--- src/rtl/stk_seq_pkg.sv ---
package stk_seq_pkg;

  typedef enum logic [1:0] {
    OP_PUSH    = 2'd0,
    OP_POP     = 2'd1,
    OP_POPRET  = 2'd2,
    OP_POPRETZ = 2'd3
  } stk_op_e;

  typedef enum logic [2:0] {
    ST_IDLE,
    ST_XFER,
    ST_CLRA0,
    ST_SPWB,
    ST_FIN
  } stk_state_e;

  localparam int unsigned MAX_REGS     = 13;
  localparam int unsigned LIST_MIN     = 4;
  localparam int unsigned EMB_LIST_MAX = 6;
  localparam int unsigned FULL_CODE    = 15;

  // number of registers named by a legal list code
  function automatic int unsigned list_len(input logic [3:0] code);
    if (code < 4'(LIST_MIN)) return 0;
    if (code == 4'(FULL_CODE)) return MAX_REGS;
    return int'(code) - 3;
  endfunction

  // architectural register number of list position k
  function automatic logic [4:0] list_reg_num(input int unsigned k);
    case (k)
      0:       return 5'd1;
      1:       return 5'd8;
      2:       return 5'd9;
      default: return 5'(k + 15);
    endcase
  endfunction

  function automatic logic list_illegal(input logic [3:0] code, input logic emb);
    return (code < 4'(LIST_MIN)) || (emb && (code > 4'(EMB_LIST_MAX)));
  endfunction

endpackage

--- src/rtl/stk_list_map.sv ---
module stk_list_map
  import stk_seq_pkg::*;
#(
  parameter int unsigned NREGS = MAX_REGS,
  parameter int unsigned REGW  = 5,
  parameter int unsigned IDXW  = $clog2(NREGS + 1)
) (
  input  logic [3:0]      code_i,
  input  logic [IDXW-1:0] step_i,
  output logic [IDXW-1:0] len_o,
  output logic [REGW-1:0] reg_o
);

  logic [REGW-1:0] order_tbl [NREGS];
  logic [IDXW-1:0] pos_w;

  for (genvar k = 0; k < NREGS; k++) begin : g_order
    assign order_tbl[k] = REGW'(list_reg_num(k));
  end

  assign len_o = IDXW'(list_len(code_i));

  // steps walk the list from its last entry back to ra
  assign pos_w = len_o - IDXW'(1) - step_i;

  always_comb begin
    reg_o = '0;
    for (int k = 0; k < NREGS; k++) begin
      if (pos_w == IDXW'(k)) reg_o = order_tbl[k];
    end
  end

endmodule

--- src/rtl/stk_frame_calc.sv ---
module stk_frame_calc #(
  parameter int unsigned XLEN = 32,
  parameter int unsigned IDXW = 4
) (
  input  logic            is_push_i,
  input  logic [XLEN-1:0] sp_i,
  input  logic [IDXW-1:0] len_i,
  input  logic [1:0]      spimm_i,
  input  logic [IDXW-1:0] step_i,
  output logic [XLEN-1:0] adj_o,
  output logic [XLEN-1:0] addr_o,
  output logic [XLEN-1:0] sp_next_o
);

  localparam int unsigned WORD_BYTES = XLEN / 8;
  localparam int unsigned ALIGN      = 16;

  function automatic logic [XLEN-1:0] frame_adj(input logic [IDXW-1:0] n,
                                                input logic [1:0] imm);
    logic [XLEN-1:0] bytes, base;
    bytes = XLEN'(n) * XLEN'(WORD_BYTES);
    base  = (bytes + XLEN'(ALIGN - 1)) & ~XLEN'(ALIGN - 1);
    return base + XLEN'(imm) * XLEN'(ALIGN);
  endfunction

  function automatic logic [XLEN-1:0] slot_addr(input logic [XLEN-1:0] top,
                                                input logic [IDXW-1:0] step);
    return top - (XLEN'(step) + XLEN'(1)) * XLEN'(WORD_BYTES);
  endfunction

  logic [XLEN-1:0] top_w;

  assign adj_o     = frame_adj(len_i, spimm_i);
  assign top_w     = is_push_i ? sp_i : sp_i + adj_o;
  assign addr_o    = slot_addr(top_w, step_i);
  assign sp_next_o = is_push_i ? sp_i - adj_o : sp_i + adj_o;

endmodule

--- src/rtl/stk_frame_seq.sv ---
module stk_frame_seq
  import stk_seq_pkg::*;
#(
  parameter int unsigned XLEN = 32
) (
  input  logic            clk,
  input  logic            rst_n,
  input  logic            start_i,
  input  logic [1:0]      op_i,
  input  logic [3:0]      list_i,
  input  logic [1:0]      spimm_i,
  input  logic            emb_mode_i,
  input  logic [XLEN-1:0] sp_i,
  input  logic            mem_ready_i,
  output logic            busy_o,
  output logic            mem_req_o,
  output logic            mem_we_o,
  output logic [XLEN-1:0] mem_addr_o,
  output logic [4:0]      mem_reg_o,
  output logic            sp_we_o,
  output logic [XLEN-1:0] sp_wdata_o,
  output logic            zero_a0_o,
  output logic            ret_req_o,
  output logic            done_o,
  output logic            illegal_o
);

  localparam int unsigned IDXW = $clog2(MAX_REGS + 1);
  localparam int unsigned REGW = 5;

  stk_state_e      state_q;
  stk_op_e         op_q;
  logic [3:0]      code_q;
  logic [1:0]      spimm_q;
  logic [XLEN-1:0] sp_q;
  logic [IDXW-1:0] step_q;
  logic            illegal_q;

  // named internal events
  logic            start_seen, start_bad, start_take;
  logic            xfer_fire, last_fire;
  logic [IDXW-1:0] len_w;
  logic [REGW-1:0] reg_w;
  logic [XLEN-1:0] adj_w, addr_w, sp_next_w;
  logic            is_push;

  assign is_push    = (op_q == OP_PUSH);
  assign start_seen = start_i && (state_q == ST_IDLE);
  assign start_bad  = start_seen && list_illegal(list_i, emb_mode_i);
  assign start_take = start_seen && !start_bad;
  assign xfer_fire  = (state_q == ST_XFER) && mem_ready_i;
  assign last_fire  = xfer_fire && (step_q == len_w - IDXW'(1));

  stk_list_map #(
    .NREGS (MAX_REGS),
    .REGW  (REGW),
    .IDXW  (IDXW)
  ) u_list_map (
    .code_i (code_q),
    .step_i (step_q),
    .len_o  (len_w),
    .reg_o  (reg_w)
  );

  stk_frame_calc #(
    .XLEN (XLEN),
    .IDXW (IDXW)
  ) u_frame_calc (
    .is_push_i (is_push),
    .sp_i      (sp_q),
    .len_i     (len_w),
    .spimm_i   (spimm_q),
    .step_i    (step_q),
    .adj_o     (adj_w),
    .addr_o    (addr_w),
    .sp_next_o (sp_next_w)
  );

  always_ff @(posedge clk or negedge rst_n) begin
    if (!rst_n) begin
      state_q   <= ST_IDLE;
      op_q      <= OP_PUSH;
      code_q    <= 4'(LIST_MIN);
      spimm_q   <= '0;
      sp_q      <= '0;
      step_q    <= '0;
      illegal_q <= 1'b0;
    end else begin
      illegal_q <= start_bad;
      unique case (state_q)
        ST_IDLE: begin
          if (start_take) begin
            op_q    <= stk_op_e'(op_i);
            code_q  <= list_i;
            spimm_q <= spimm_i;
            sp_q    <= sp_i;
            step_q  <= '0;
            state_q <= ST_XFER;
          end
        end
        ST_XFER: begin
          if (last_fire) begin
            state_q <= (op_q == OP_POPRETZ) ? ST_CLRA0 : ST_SPWB;
          end else if (xfer_fire) begin
            step_q <= step_q + IDXW'(1);
          end
        end
        ST_CLRA0: state_q <= ST_SPWB;
        ST_SPWB:  state_q <= ST_FIN;
        ST_FIN:   state_q <= ST_IDLE;
        default:  state_q <= ST_IDLE;
      endcase
    end
  end

  assign busy_o     = (state_q != ST_IDLE);
  assign mem_req_o  = (state_q == ST_XFER);
  assign mem_we_o   = mem_req_o && is_push;
  assign mem_addr_o = mem_req_o ? addr_w : '0;
  assign mem_reg_o  = mem_req_o ? reg_w : '0;
  assign zero_a0_o  = (state_q == ST_CLRA0);
  assign sp_we_o    = (state_q == ST_SPWB);
  assign sp_wdata_o = sp_we_o ? sp_next_w : '0;
  assign done_o     = (state_q == ST_FIN);
  assign ret_req_o  = done_o && ((op_q == OP_POPRET) || (op_q == OP_POPRETZ));
  assign illegal_o  = illegal_q;

  // stalled access must not move
  assert_hold_access_R5: assert property (@(posedge clk) disable iff (!rst_n)
    mem_req_o && !mem_ready_i |=> mem_req_o && $stable(mem_addr_o)
      && $stable(mem_we_o) && $stable(mem_reg_o));

  assert_clear_then_sp_R6: assert property (@(posedge clk) disable iff (!rst_n)
    zero_a0_o |=> sp_we_o);

  assert_done_after_sp_R7: assert property (@(posedge clk) disable iff (!rst_n)
    done_o |-> $past(sp_we_o));

  assert_done_single_R7: assert property (@(posedge clk) disable iff (!rst_n)
    done_o |=> !done_o);

  assert_illegal_quiet_R8: assert property (@(posedge clk) disable iff (!rst_n)
    illegal_o |-> !busy_o && !mem_req_o && !sp_we_o);

  assert_strobes_exclusive_R7: assert property (@(posedge clk) disable iff (!rst_n)
    $onehot0({mem_req_o, zero_a0_o, sp_we_o, done_o}));

  assert_busy_no_restart_R9: assert property (@(posedge clk) disable iff (!rst_n)
    mem_req_o && !mem_ready_i && start_i |=> mem_req_o);

endmodule

--- config.mk ---
export PLATFORM = sky130hd
export DESIGN_NAME = stk_frame_seq
export DESIGN_NICKNAME = d
export VERILOG_FILES = /design/src/rtl/stk_seq_pkg.sv /design/src/rtl/stk_list_map.sv /design/src/rtl/stk_frame_calc.sv /design/src/rtl/stk_frame_seq.sv
export SDC_FILE = /design/constraint.sdc
export NUM_CORES = 1
export LEC_CHECK = 0
export BUFFER_PORTS_ARGS = -buffer_cell sky130_fd_sc_hd__buf_2
export CORE_AREA = 2 2 119 121
export CTS_CLUSTER_SIZE = 16
export DETAILED_ROUTE_END_ITERATION = 10
export DIE_AREA = 0 0 121 123
export GPL_TIMING_DRIVEN = 0
export PLACE_DENSITY = 0.76
export SLEW_MARGIN = 20
export SYNTH_ARGS = -nofsm -noshare
export SYNTH_HDL_FRONTEND = slang
export SYNTH_HIERARCHICAL = 1
export SYNTH_SLANG_ARGS = --single-unit
export TNS_END_PERCENT = 10
--- constraint.sdc ---
create_clock -name clk -period 11.6 [get_ports clk]
set_clock_uncertainty 0.1 [all_clocks]
set_input_delay 0.58 -clock clk [delete_from_list [all_inputs] [get_ports clk]]
set_output_delay 0.58 -clock clk [all_outputs]
set_load 0.01 [all_outputs]
# [Word-level counts from Yosys, hierarchy flattened]
# Index checks and enable logic that the tools add are counted.
[word_totals] inputBits=45 elab_cells=95 register_bits=48
[op_classes] eq_ne=24 n_reduce_logical=19 n_mux=32 n_addsub=10 order_cmp=3
[op_table] op="2-to-1 mux 32 bit" n=4
[op_table] op="subtractor 32 bit" n=2
[op_table] op="2-to-1 mux 5 bit" n=11
[op_table] op="adder 32 bit" n=1
[op_table] op="adder 32 x 6 -> 32 bit" n=1
[op_table] op="2-to-1 mux 4 bit" n=8
[op_table] op="equality test 4 bit (second input constant)" n=6
[op_table] op="equality test 4 x 3 -> 1 bit (second input constant)" n=4
[op_table] op="one-hot mux 3 bit (4 select lines)" n=1
[op_table] op="equality test 4 x 2 -> 1 bit (second input constant)" n=2
[op_table] op="logical AND 1 bit" n=8
[op_table] op="less-than comparator 4 x 3 -> 1 bit (second input constant)" n=2
[op_table] op="one-hot mux 4 bit (2 select lines)" n=1
[op_table] op="adder 6 x 4 -> 7 bit (second input constant)" n=1
[op_table] op="equality test 3 x 2 -> 1 bit (second input constant)" n=2
[op_table] op="2-to-1 mux 3 bit" n=2
[op_table] op="adder 4 x 1 -> 5 bit (second input constant)" n=1
[op_table] op="2-to-1 mux 1 bit" n=5
[op_table] op="adder 4 x 1 -> 4 bit (second input constant)" n=1
[op_table] op="equality test 2 bit (second input constant)" n=2
[op_table] op="equality test 4 x 1 -> 1 bit (second input constant)" n=1
[op_table] op="equality test 4 bit" n=1
[op_table] op="> comparator 4 x 3 -> 1 bit (second input constant)" n=1
[op_table] op="zero test 4 bit" n=1
[op_table] op="other kinds (15)" n=19

# [Logic depth before layout (Yosys ltp)]
# Gate-level depths: netlist (run 1).
[logic_depth] word_depth=22 depth_mapped=25

# [Hierarchy]
# The synthesis (run 1) kept the hierarchy.
[modules_own_cells] module="stk_frame_calc" n_inst=1 cells_each=445 seq_area_each_um2=0.0 area_per_inst_um2=3109.2
[modules_own_cells] module="stk_frame_seq" n_inst=1 cells_each=227 seq_area_each_um2=1202.4 area_per_inst_um2=2529.9
[modules_own_cells] module="stk_list_map" n_inst=1 cells_each=49 seq_area_each_um2=0.0 area_per_inst_um2=321.6

# [Least setup slack after synthesis (run 1)]
# Ideal clock, no wire load.
[synth_path] path_type="reg2out" startpoint="reg code_q[0]" endpoint="out mem_addr_o[28]" required_ps=10920 path_stages_with_launch=24 t_arrival_ps=4860 slack_ps=6060 cell_sequence="dfrtp_1 > ha_1 > nand2_1 > nand2_1 > nand2_1 > o21ai_0 > o21a_1 > nor2_1 > ha_1 > inv_1 > fa_1 > fa_1 > xor2_1 > o21ai_0 > ha_1 > a21o_1 > a31oi_1 > o221a_2 > o311ai_2 > nor2_2 > nand3_1 > o311ai_2 > xnor2_1 > and3_1"
[synth_between] elab_chain_len=11 elab_cells_between_ends=15 classes_between="add/sub (5); order compare (1); eq/ne (1); mux (8)"
[synth_rtl] element="start, declared" line="stk_frame_seq.sv:33" rtl="logic [3:0] code_q;"
[synth_rtl] element="start signal, assigned" line="stk_frame_seq.sv:83" rtl="code_q <= 4'(LIST_MIN);"
[synth_rtl] element="start signal, assigned" line="stk_frame_seq.sv:94" rtl="code_q <= list_i;"
[synth_rtl] element="equality test 4 bit" line="stk_seq_pkg.sv:26" rtl="if (code == 4'(FULL_CODE)) return MAX_REGS;"
[synth_rtl] element="2-to-1 mux 1 bit (2 in series)" line="stk_seq_pkg.sv:26"
[synth_rtl] element="2-to-1 mux 4 bit" line="stk_seq_pkg.sv:27" rtl="return int'(code) - 3;"
[synth_rtl] element="2-to-1 mux 4 bit (*)" line="stk_seq_pkg.sv:26"
[synth_rtl] element="named net len_w[0]" line="stk_frame_seq.sv:42" rtl="logic [IDXW-1:0] len_w;"
[synth_rtl] element="adder 6 x 4 -> 7 bit (*)" line="stk_frame_calc.sv:22" rtl="base = (bytes + XLEN'(ALIGN - 1)) & ~XLEN'(ALIGN - 1);"
[synth_rtl] element="adder 32 x 6 -> 32 bit (*)" line="stk_frame_calc.sv:23" rtl="return base + XLEN'(imm) * XLEN'(ALIGN);"
[synth_rtl] element="adder 32 bit (*)" line="stk_frame_calc.sv:34" rtl="assign top_w = is_push_i ? sp_i : sp_i + adj_o;"
[synth_rtl] element="2-to-1 mux 32 bit (*)" line="stk_frame_calc.sv:34"
[synth_rtl] element="subtractor 32 bit (*)" line="stk_frame_calc.sv:28" rtl="return top - (XLEN'(step) + XLEN'(1)) * XLEN'(WORD_BYTES);"
[synth_rtl] element="named net addr_w[28]" line="stk_frame_seq.sv:44" rtl="logic [XLEN-1:0] adj_w, addr_w, sp_next_w;"
[synth_rtl] element="2-to-1 mux 32 bit (*)" line="stk_frame_seq.sv:119" rtl="assign mem_addr_o = mem_req_o ? addr_w : '0;"
[synth_rtl] element="end, declared" line="stk_frame_seq.sv:18" rtl="output logic [XLEN-1:0] mem_addr_o,"
# The timed path passes the listed nets; every way through them passes the cells marked *. The select of a mux whose other input is x is not followed.

# [Final worst setup path (run 1)]
[layout_path] startpoint="reg code_q[2]" endpoint="out mem_addr_o[28]"
# Same word-level chain as after synthesis.

==> flow_summary.yaml, run 1 <==
die:
  die_h_um: 123
  io_pins: 122
  rows: 43
  core_um2: 13600
  dieArea_um2: 14900
  start_util_pct: 42.2
  chipWidth_um: 121
critical_path:
  critical_path.cell_chain: "inv_1, o21ai_0, o21a_1, xor2_1, inv_1, fa_1, fa_1, xor2_1, o21ai_0, ha_1, a21o_1, a31oi_1, o221a_2, o311ai_2, nor2_2, nand3_1, o311ai_2, xnor2_1, and3_1, buf_2"
  cp-start-kind: "flop"
  r2r_end: "step_q[2]"
  crit_type: "reg2out"
  crit_required_ps: 10920
  critPathMaxFanout: 8
  cp.arrival_ps: 6110
  cp.depth: 20
  reg2reg_depth: 9
  ff2ff_setup_slack_ps: 8690
  timing.rr.start: "code_q[2]"
  cp_top_family: "compound AO/OA/AOI/OAI gates"
  critical-path-slowest-cell: "dfstp_2"
  worst-path-buf-inv: 3
  endpoint_kind: "output port"
  cp_slowest_stage_delay_ps: 580
drt:
  via_count: 5513
  wl_per_cell_um: 16.3
  drt_pass1_iterations: 5
  via_per_inst: 5.51
  wl_met1_um: 7330
  top_layer_used: "met4"
  routed_wirelength_um: 16300
  drc: 0
  route.met2.wl_um: 7610
  wl_met3_um: 1190
  ant_nets: 0
  initialDrtViolationCount: 354
sta:
  setup_ws_ps: 4810
  fmax_ghz: 0.147
  setup_viol: 0
  post-route-min-period_ps: 6790
  final.period_utilization_pct: 58.6
  relSlewSlack_pct: 52.7
  tightest_slew_ps: 702
  hold_viol: 0
  rsz0062_at_grt: "no"
  slew_violations: 0
  fin_setup_tns_ps: 0
layout:
  syn_to_final_growth_pct: 17.6
  fin_cells: 1001
  antenna_cells: 0
  fin_util_pct: 49.6
  nNetsFinal: 892
  layout-drive-gt1-share_pct: 27.0
  final_common_cell: "buf_2"
  final_cell_mix: "buf_2 (131), nor2_1 (49), dfrtp_1 (47)"
synthesis:
  synth.avg_cell_area_um2: 8.30
  synth_area_um2: 5750
  syn-num-nets: 764
  ys_warn_count: 6
  postSynthCellCount: 692
place:
  place_inst: 993
  place_congestion: 0.905
  port_buffers: 121
  place_ws_ps: 5200
  dp_hpwl_um: 12600
outcome:
  status: "complete, no violations"
clock_network:
  clk_pin_slew_ps: 70
  htree_num_levels: 2
  cts_tree: "done"
  numCtsBuffers: 5
  ctsHoldBuffers: 0
  cts_max_path_buffers: 2
  clock_sinks: 48
  cts_resized: 0
  postCtsSetupBuffers: 0
  root_buffer: "clkbuf_16"
  clock_latency_ps: 300
grt:
  antenna_found_initial: 0
  grt_pass1_vias: 5249
  grt_max_degree: 49
  grt_pass1_wl_um: 25900
  grt_use_total_pct: 21.9
  gr-total-overflow: 0
hold_path:
  hold_class: "in2async"
flow_run:
  cap_viol_max_count: 0
[state kept, by name, indices dropped and copies added, names as in the netlist]
register / cells
code_q: 4
illegal_o: 1
op_q: 2
sp_q: 32
spimm_q: 2
state_q: 3
step_q: 4
[how the worst max path moves through the flow]
stage | start | endpoint | slack, ps
after floorplan | code_q[0] | mem_addr_o[28] | 6060
after global placement | code_q[2] | mem_addr_o[28] | 5240
after detailed placement | code_q[2] | mem_addr_o[28] | 5200
after CTS | code_q[2] | mem_addr_o[28] | 4850
after global routing | code_q[0] | mem_addr_o[28] | 4370
final | code_q[2] | mem_addr_o[28] | 4810
[metrics by stage]
stage | instance area [um^2] | hold slack [ps]
after floorplan | 5750 | 184
after global placement | 6580 | 386
after detailed placement | 6580 | 393
after CTS | 6760 | 234
after global routing | 6760 | 260
final | 6760 | 206
[per-layer routing]
layer / up-vias / track usage [%]
met2: 178 / 36.7
met5: - / 0
met3: 13 / 4.80
met4: 0 / 5.01
met1: 2608 / 29.0
li1: 2714 / -
[final cells by class]
type / count / area [um^2]
clock buffer: 6 / 139
clock inverter: 2 / 38.8
inverter: 30 / 113
timing repair buffer: 121 / 608
buffer: 50 / 251
multi-input combinational: 564 / 4180
tap: 180 / 225
sequential: 48 / 1200
fill: 1342 / 6850
Power of run 1 is left out: the tool's default activity adds up to more than one toggle a clock period on the data nets, which glitch-free logic cannot reach.
==> run 2, diff against run 1 <==
--- a/config.mk
+++ b/config.mk
@@ -5,13 +5,14 @@
 export SDC_FILE = /design/constraint.sdc
 export NUM_CORES = 1
 export LEC_CHECK = 0
+export ABC_AREA = 1
 export BUFFER_PORTS_ARGS = -buffer_cell sky130_fd_sc_hd__buf_2
-export CORE_AREA = 2 2 119 121
+export CORE_AREA = 2 2 126 128
 export CTS_CLUSTER_SIZE = 16
 export DETAILED_ROUTE_END_ITERATION = 10
-export DIE_AREA = 0 0 121 123
+export DIE_AREA = 0 0 128 130
 export GPL_TIMING_DRIVEN = 0
-export PLACE_DENSITY = 0.76
+export PLACE_DENSITY = 0.79
 export SLEW_MARGIN = 20
 export SYNTH_ARGS = -nofsm -noshare
 export SYNTH_HDL_FRONTEND = slang
==> constraint.sdc (replaced) <==
create_clock -name clk -period 5.6 [get_ports clk]
set_clock_uncertainty 0.1 [all_clocks]
set_input_delay 0.28 -clock clk [delete_from_list [all_inputs] [get_ports clk]]
set_output_delay 0.28 -clock clk [all_outputs]
set_load 0.01 [all_outputs]
==> flow_summary.yaml, run 2 <==
clock_network:
  cts_tree: "done"
  cts_max_path_buffers: 2
  numCtsBuffers: 5
  clock_sinks: 48
  root_buffer: "clkbuf_16"
  htree_num_levels: 2
  clk_pin_slew_ps: 70
  clock_latency_ps: 300
drt:
  drt_pass1_iterations: 6
  drc: 0
  via_count: 7456
  via_per_inst: 5.05
  initialDrtViolationCount: 651
  routed_wirelength_um: 20600
  wl_per_cell_um: 13.9
  ant_nets: 0
synthesis:
  synth_area_um2: 6590
  postSynthCellCount: 1149
  syn-num-nets: 1221
  ys_warn_count: 6
  synth.avg_cell_area_um2: 5.73
sta:
  hold_viol: 0
  fmax_ghz: 0.185
  final.period_utilization_pct: 96.6
  slew_violations: 0
  setup_viol: 0
  tightest_slew_ps: 682
  post-route-min-period_ps: 5410
  rsz0062_at_grt: "yes"
  relSlewSlack_pct: 54.5
die:
  start_util_pct: 42.7
  rows: 46
  core_um2: 15400
  io_pins: 122
  die_h_um: 130
  chipWidth_um: 128
  dieArea_um2: 16600
flow_run:
  cap_viol_max_count: 0
critical_path:
  endpoint_kind: "output port"
  crit_type: "reg2out"
  cp_common_cell: "inv_1"
  critical-path-slowest-cell: "fa_2"
  cp.arrival_ps: 5030
  critPathMaxFanout: 4
  cp-start-kind: "flop"
  cp_slowest_stage_delay_ps: 480
  crit_required_ps: 5220
place:
  dp_hpwl_um: 16600
  port_buffers: 121
  place_inst: 1462
  place_congestion: 1.02
layout:
  syn_to_final_growth_pct: 17.4
  reg_top3: "sp_q: 32 flops, code_q: 4 flops, step_q: 4 flops"
  fin_util_pct: 50.1
  final_cell_mix: "nand2_1 (368), inv_1 (180), nor2_1 (165)"
  nNetsFinal: 1353
  fin_cells: 1475
  final_common_cell: "nand2_1"
  layout-drive-gt1-share_pct: 22.3
  regMostFlops: "sp_q"
  largest_reg_flops: 32
grt:
  grt_pass1_vias: 6823
  grt_use_total_pct: 24.4
  antenna_found_initial: 1
  gr-total-overflow: 0
  grt_max_degree: 49
  grt_pass1_wl_um: 32600
hold_path:
  hold_class: "in2reg"
outcome:
  status: "complete, no violations"
-- run 2: timing repair --
action                     in CTS  in global routing
pin swaps                       1                  6
hold buffers                    0                  1
setup endpoints to repair      28                 23
gates resized for setup         8                 23
hold endpoints to repair        0                 47
buffers inserted                2                  1
-- run 2: layout make-up --
cell class                 count  area (um^2)
antenna                        1         2.50
buffer                        35          199
clock buffer                   5          125
clock inverter                 3         25.0
fill                        1644         7690
inverter                     192          723
multi-input combinational    874         4570
sequential                    48         1200
tap                          192          240
timing repair buffer         125          641
-- run 2: routing by layer --
metal	GRT usage [%]	vias to the layer above	routed length, um
li1	-	3766	-
met1	29.6	3372	8680
met2	44.1	265	9810
met3	2.95	51	1220
met4	10.0	2	827
met5	0	-	13
-- run 2: critical path, delay by kind of cell (launching register included) --
family          cells  cell delay [ps]
simple gates       17             2180
buf+inv             6              550
flops               1              450
compound gates      1              160
fa+ha+maj           4             1410
-- run 2: final timing paths --
path / from / endpoint / slack [ps] / depth (start not counted)
max in group asynchronous: rst_n / code_q[0] / 4520 / 2
min in group asynchronous: rst_n / sp_q[1] / 440 / 2
hold reg to reg: sp_q[19] / sp_q[19] / 380 / 2
setup / recovery: code_q[0] / mem_addr_o[23] / 190 / 28
hold / removal: op_i[1] / op_q[1] / 70 / 3
setup reg to reg: code_q[0] / step_q[1] / 3290 / 14
-- run 2: per-stage QoR --
step           setup slack (ps)  setup TNS, ps  cell area, um^2  hold WS [ps]
6_report                    192              0             7730          69.7
5_1_grt                   -53.5           -204             7730          66.1
4_1_cts                    15.4              0             7620          69.5
3_5_place_dp              -97.2           -693             7430           372
3_3_place_gp            -0.0431        -0.0431             7430           362
2_1_floorplan               620              0             6590          -116
Power of run 2 is left out for the same reason.
==> run 3, diff against run 2 <==
--- a/config.mk
+++ b/config.mk
@@ -12,7 +12,7 @@
 export DETAILED_ROUTE_END_ITERATION = 10
 export DIE_AREA = 0 0 128 130
 export GPL_TIMING_DRIVEN = 0
-export PLACE_DENSITY = 0.79
+export PLACE_DENSITY = 0.69
 export SLEW_MARGIN = 20
 export SYNTH_ARGS = -nofsm -noshare
 export SYNTH_HDL_FRONTEND = slang
==> flow_summary.yaml, run 3 (same netlist as run 2, synthesis figures left out) <==
clock_network:
  clock_latency_ps: 300
  cts_max_path_buffers: 2
  clock_sinks: 48
  root_buffer: "clkbuf_16"
  htree_num_levels: 2
  numCtsBuffers: 5
  cts_tree: "done"
  clk_pin_slew_ps: 80
hold_path:
  hold-path-endpoint: "spimm_q[1]"
  hp-start: "spimm_i[1]"
  hold_class: "in2reg"
  hold_depth: 3
place:
  place_congestion: 0.966
  place_area_um2: 7450
  place_inst: 1463
  port_buffers: 121
  dp_hpwl_um: 16500
layout:
  reg_top3: "sp_q: 32 flops, code_q: 4 flops, step_q: 4 flops"
  fin_cells: 1479
  final_cell_mix: "nand2_1 (369), inv_1 (181), nor2_1 (165)"
  final_common_cell: "nand2_1"
  regMostFlops: "sp_q"
  antenna_cells: 0
  layout-drive-gt1-share_pct: 22.2
  nNetsFinal: 1358
  fillCellCount: 1714
  largest_reg_flops: 32
  fin_area_um2: 7770
  syn_to_final_growth_pct: 17.9
drt:
  initialDrtViolationCount: 521
  drt_pass1_iterations: 5
  wl_per_cell_um: 13.6
  drc: 0
  via_per_inst: 4.99
  routed_wirelength_um: 20100
  via_count: 7384
  ant_nets: 0
sta:
  relSlewSlack_pct: 53.3
  fmax_ghz: 0.187
  post-route-min-period_ps: 5360
  setup_viol: 0
  rsz0062_at_grt: "yes"
  slew_violations: 0
  final.period_utilization_pct: 95.7
  tightest_slew_ps: 700
  hold_viol: 0
grt:
  grt_use_met1_pct: 32.2
  antenna_found_initial: 0
  gr-total-overflow: 0
  grt_max_degree: 30
  grtUsageMet3_pct: 1.93
  grt_use_total_pct: 24.3
  grt_pass1_vias: 6698
  grt_pass1_wl_um: 32600
  grtUsageMet2_pct: 43.4
  grt_busiest_layer: "met2"
flow_run:
  cap_viol_max_count: 0
critical_path:
  timing.rr.start: "code_q[1]"
  cp.depth: 28
  crit_start: "code_q[0]"
  reg2reg_depth: 13
  cp.arrival_ps: 4980
  crit_type: "reg2out"
  critPathMaxFanout: 6
  critical-path-slowest-cell: "fa_2"
  worst-path-buf-inv: 5
  cp_top_family: "simple AND/OR/NAND/NOR gates"
  endpoint_kind: "output port"
  crit_required_ps: 5220
  cp-start-kind: "flop"
  r2r_end: "step_q[0]"
  ff2ff_setup_slack_ps: 3340
  cp_slowest_stage_delay_ps: 470
die:
  rows: 46
  die_h_um: 130
  chipWidth_um: 128
  core_um2: 15400
  dieArea_um2: 16600
  io_pins: 122
  start_util_pct: 42.7
outcome:
  status: "complete, no violations"
==> run 3: how the worst max path moves through the flow <==
stage | endpoint | slack [ps]
3_5_place_dp | mem_addr_o[20] | -30
3_3_place_gp | mem_addr_o[24] | 20
4_1_cts | mem_addr_o[20] | 30
6_report | mem_addr_o[20] | 240
2_1_floorplan | mem_addr_o[18] | 620
5_1_grt | mem_addr_o[18] | -30
==> run 3: repair_timing <==
item,4_1_cts,5_1_grt
endpoints found under the hold margin,19,0
buffers inserted,3,4
hold buffers,1,0
endpoints found under the setup margin,23,24
pin swaps,4,11
resized for setup,9,17
==> run 3: final cells by class <==
| class | instances | area (um^2) | share of cell area [%] |
|---|---|---|---|
| Buffer | 35 | 198 | 2.55 |
| Multi-Input combinational cell | 874 | 4560 | 58.8 |
| Clock buffer | 5 | 125 | 1.61 |
| Inverter | 192 | 723 | 9.31 |
| Timing Repair Buffer | 130 | 688 | 8.86 |
| Sequential cell | 48 | 1200 | 15.5 |
| Tap cell | 192 | 240 | 3.09 |
| Clock inverter | 3 | 26.3 | 0.338 |
==> run 3: worst min-delay path, cell delays in order <==
cell and delay [ps]:
buf_2 70, nand2_1 40, nand2_1 40
==> run 3: layer usage <==
| metal | routed length (um) | vias up |
|---|---|---|
| li1 | - | 3781 |
| met5 | 0 | - |
| met1 | 8840 | 3325 |
| met2 | 9780 | 251 |
| met4 | 299 | 0 |
| met3 | 1210 | 27 |
==> run 3: stage by stage <==
stage / util [%] / TNS, ps / setup slack, ps / hold slack [ps]
6_report: 50.4 / 0 / 239 / 67.2
5_1_grt: 50.4 / -41.1 / -26.7 / 82.7
4_1_cts: 49.7 / 0 / 33.2 / 65.2
3_5_place_dp: 48.3 / -29.2 / -26.2 / 168
3_3_place_gp: 48.2 / 0 / 23.0 / 361
2_1_floorplan: - / 0 / 620 / -116
Power of run 3 is left out for the same reason.
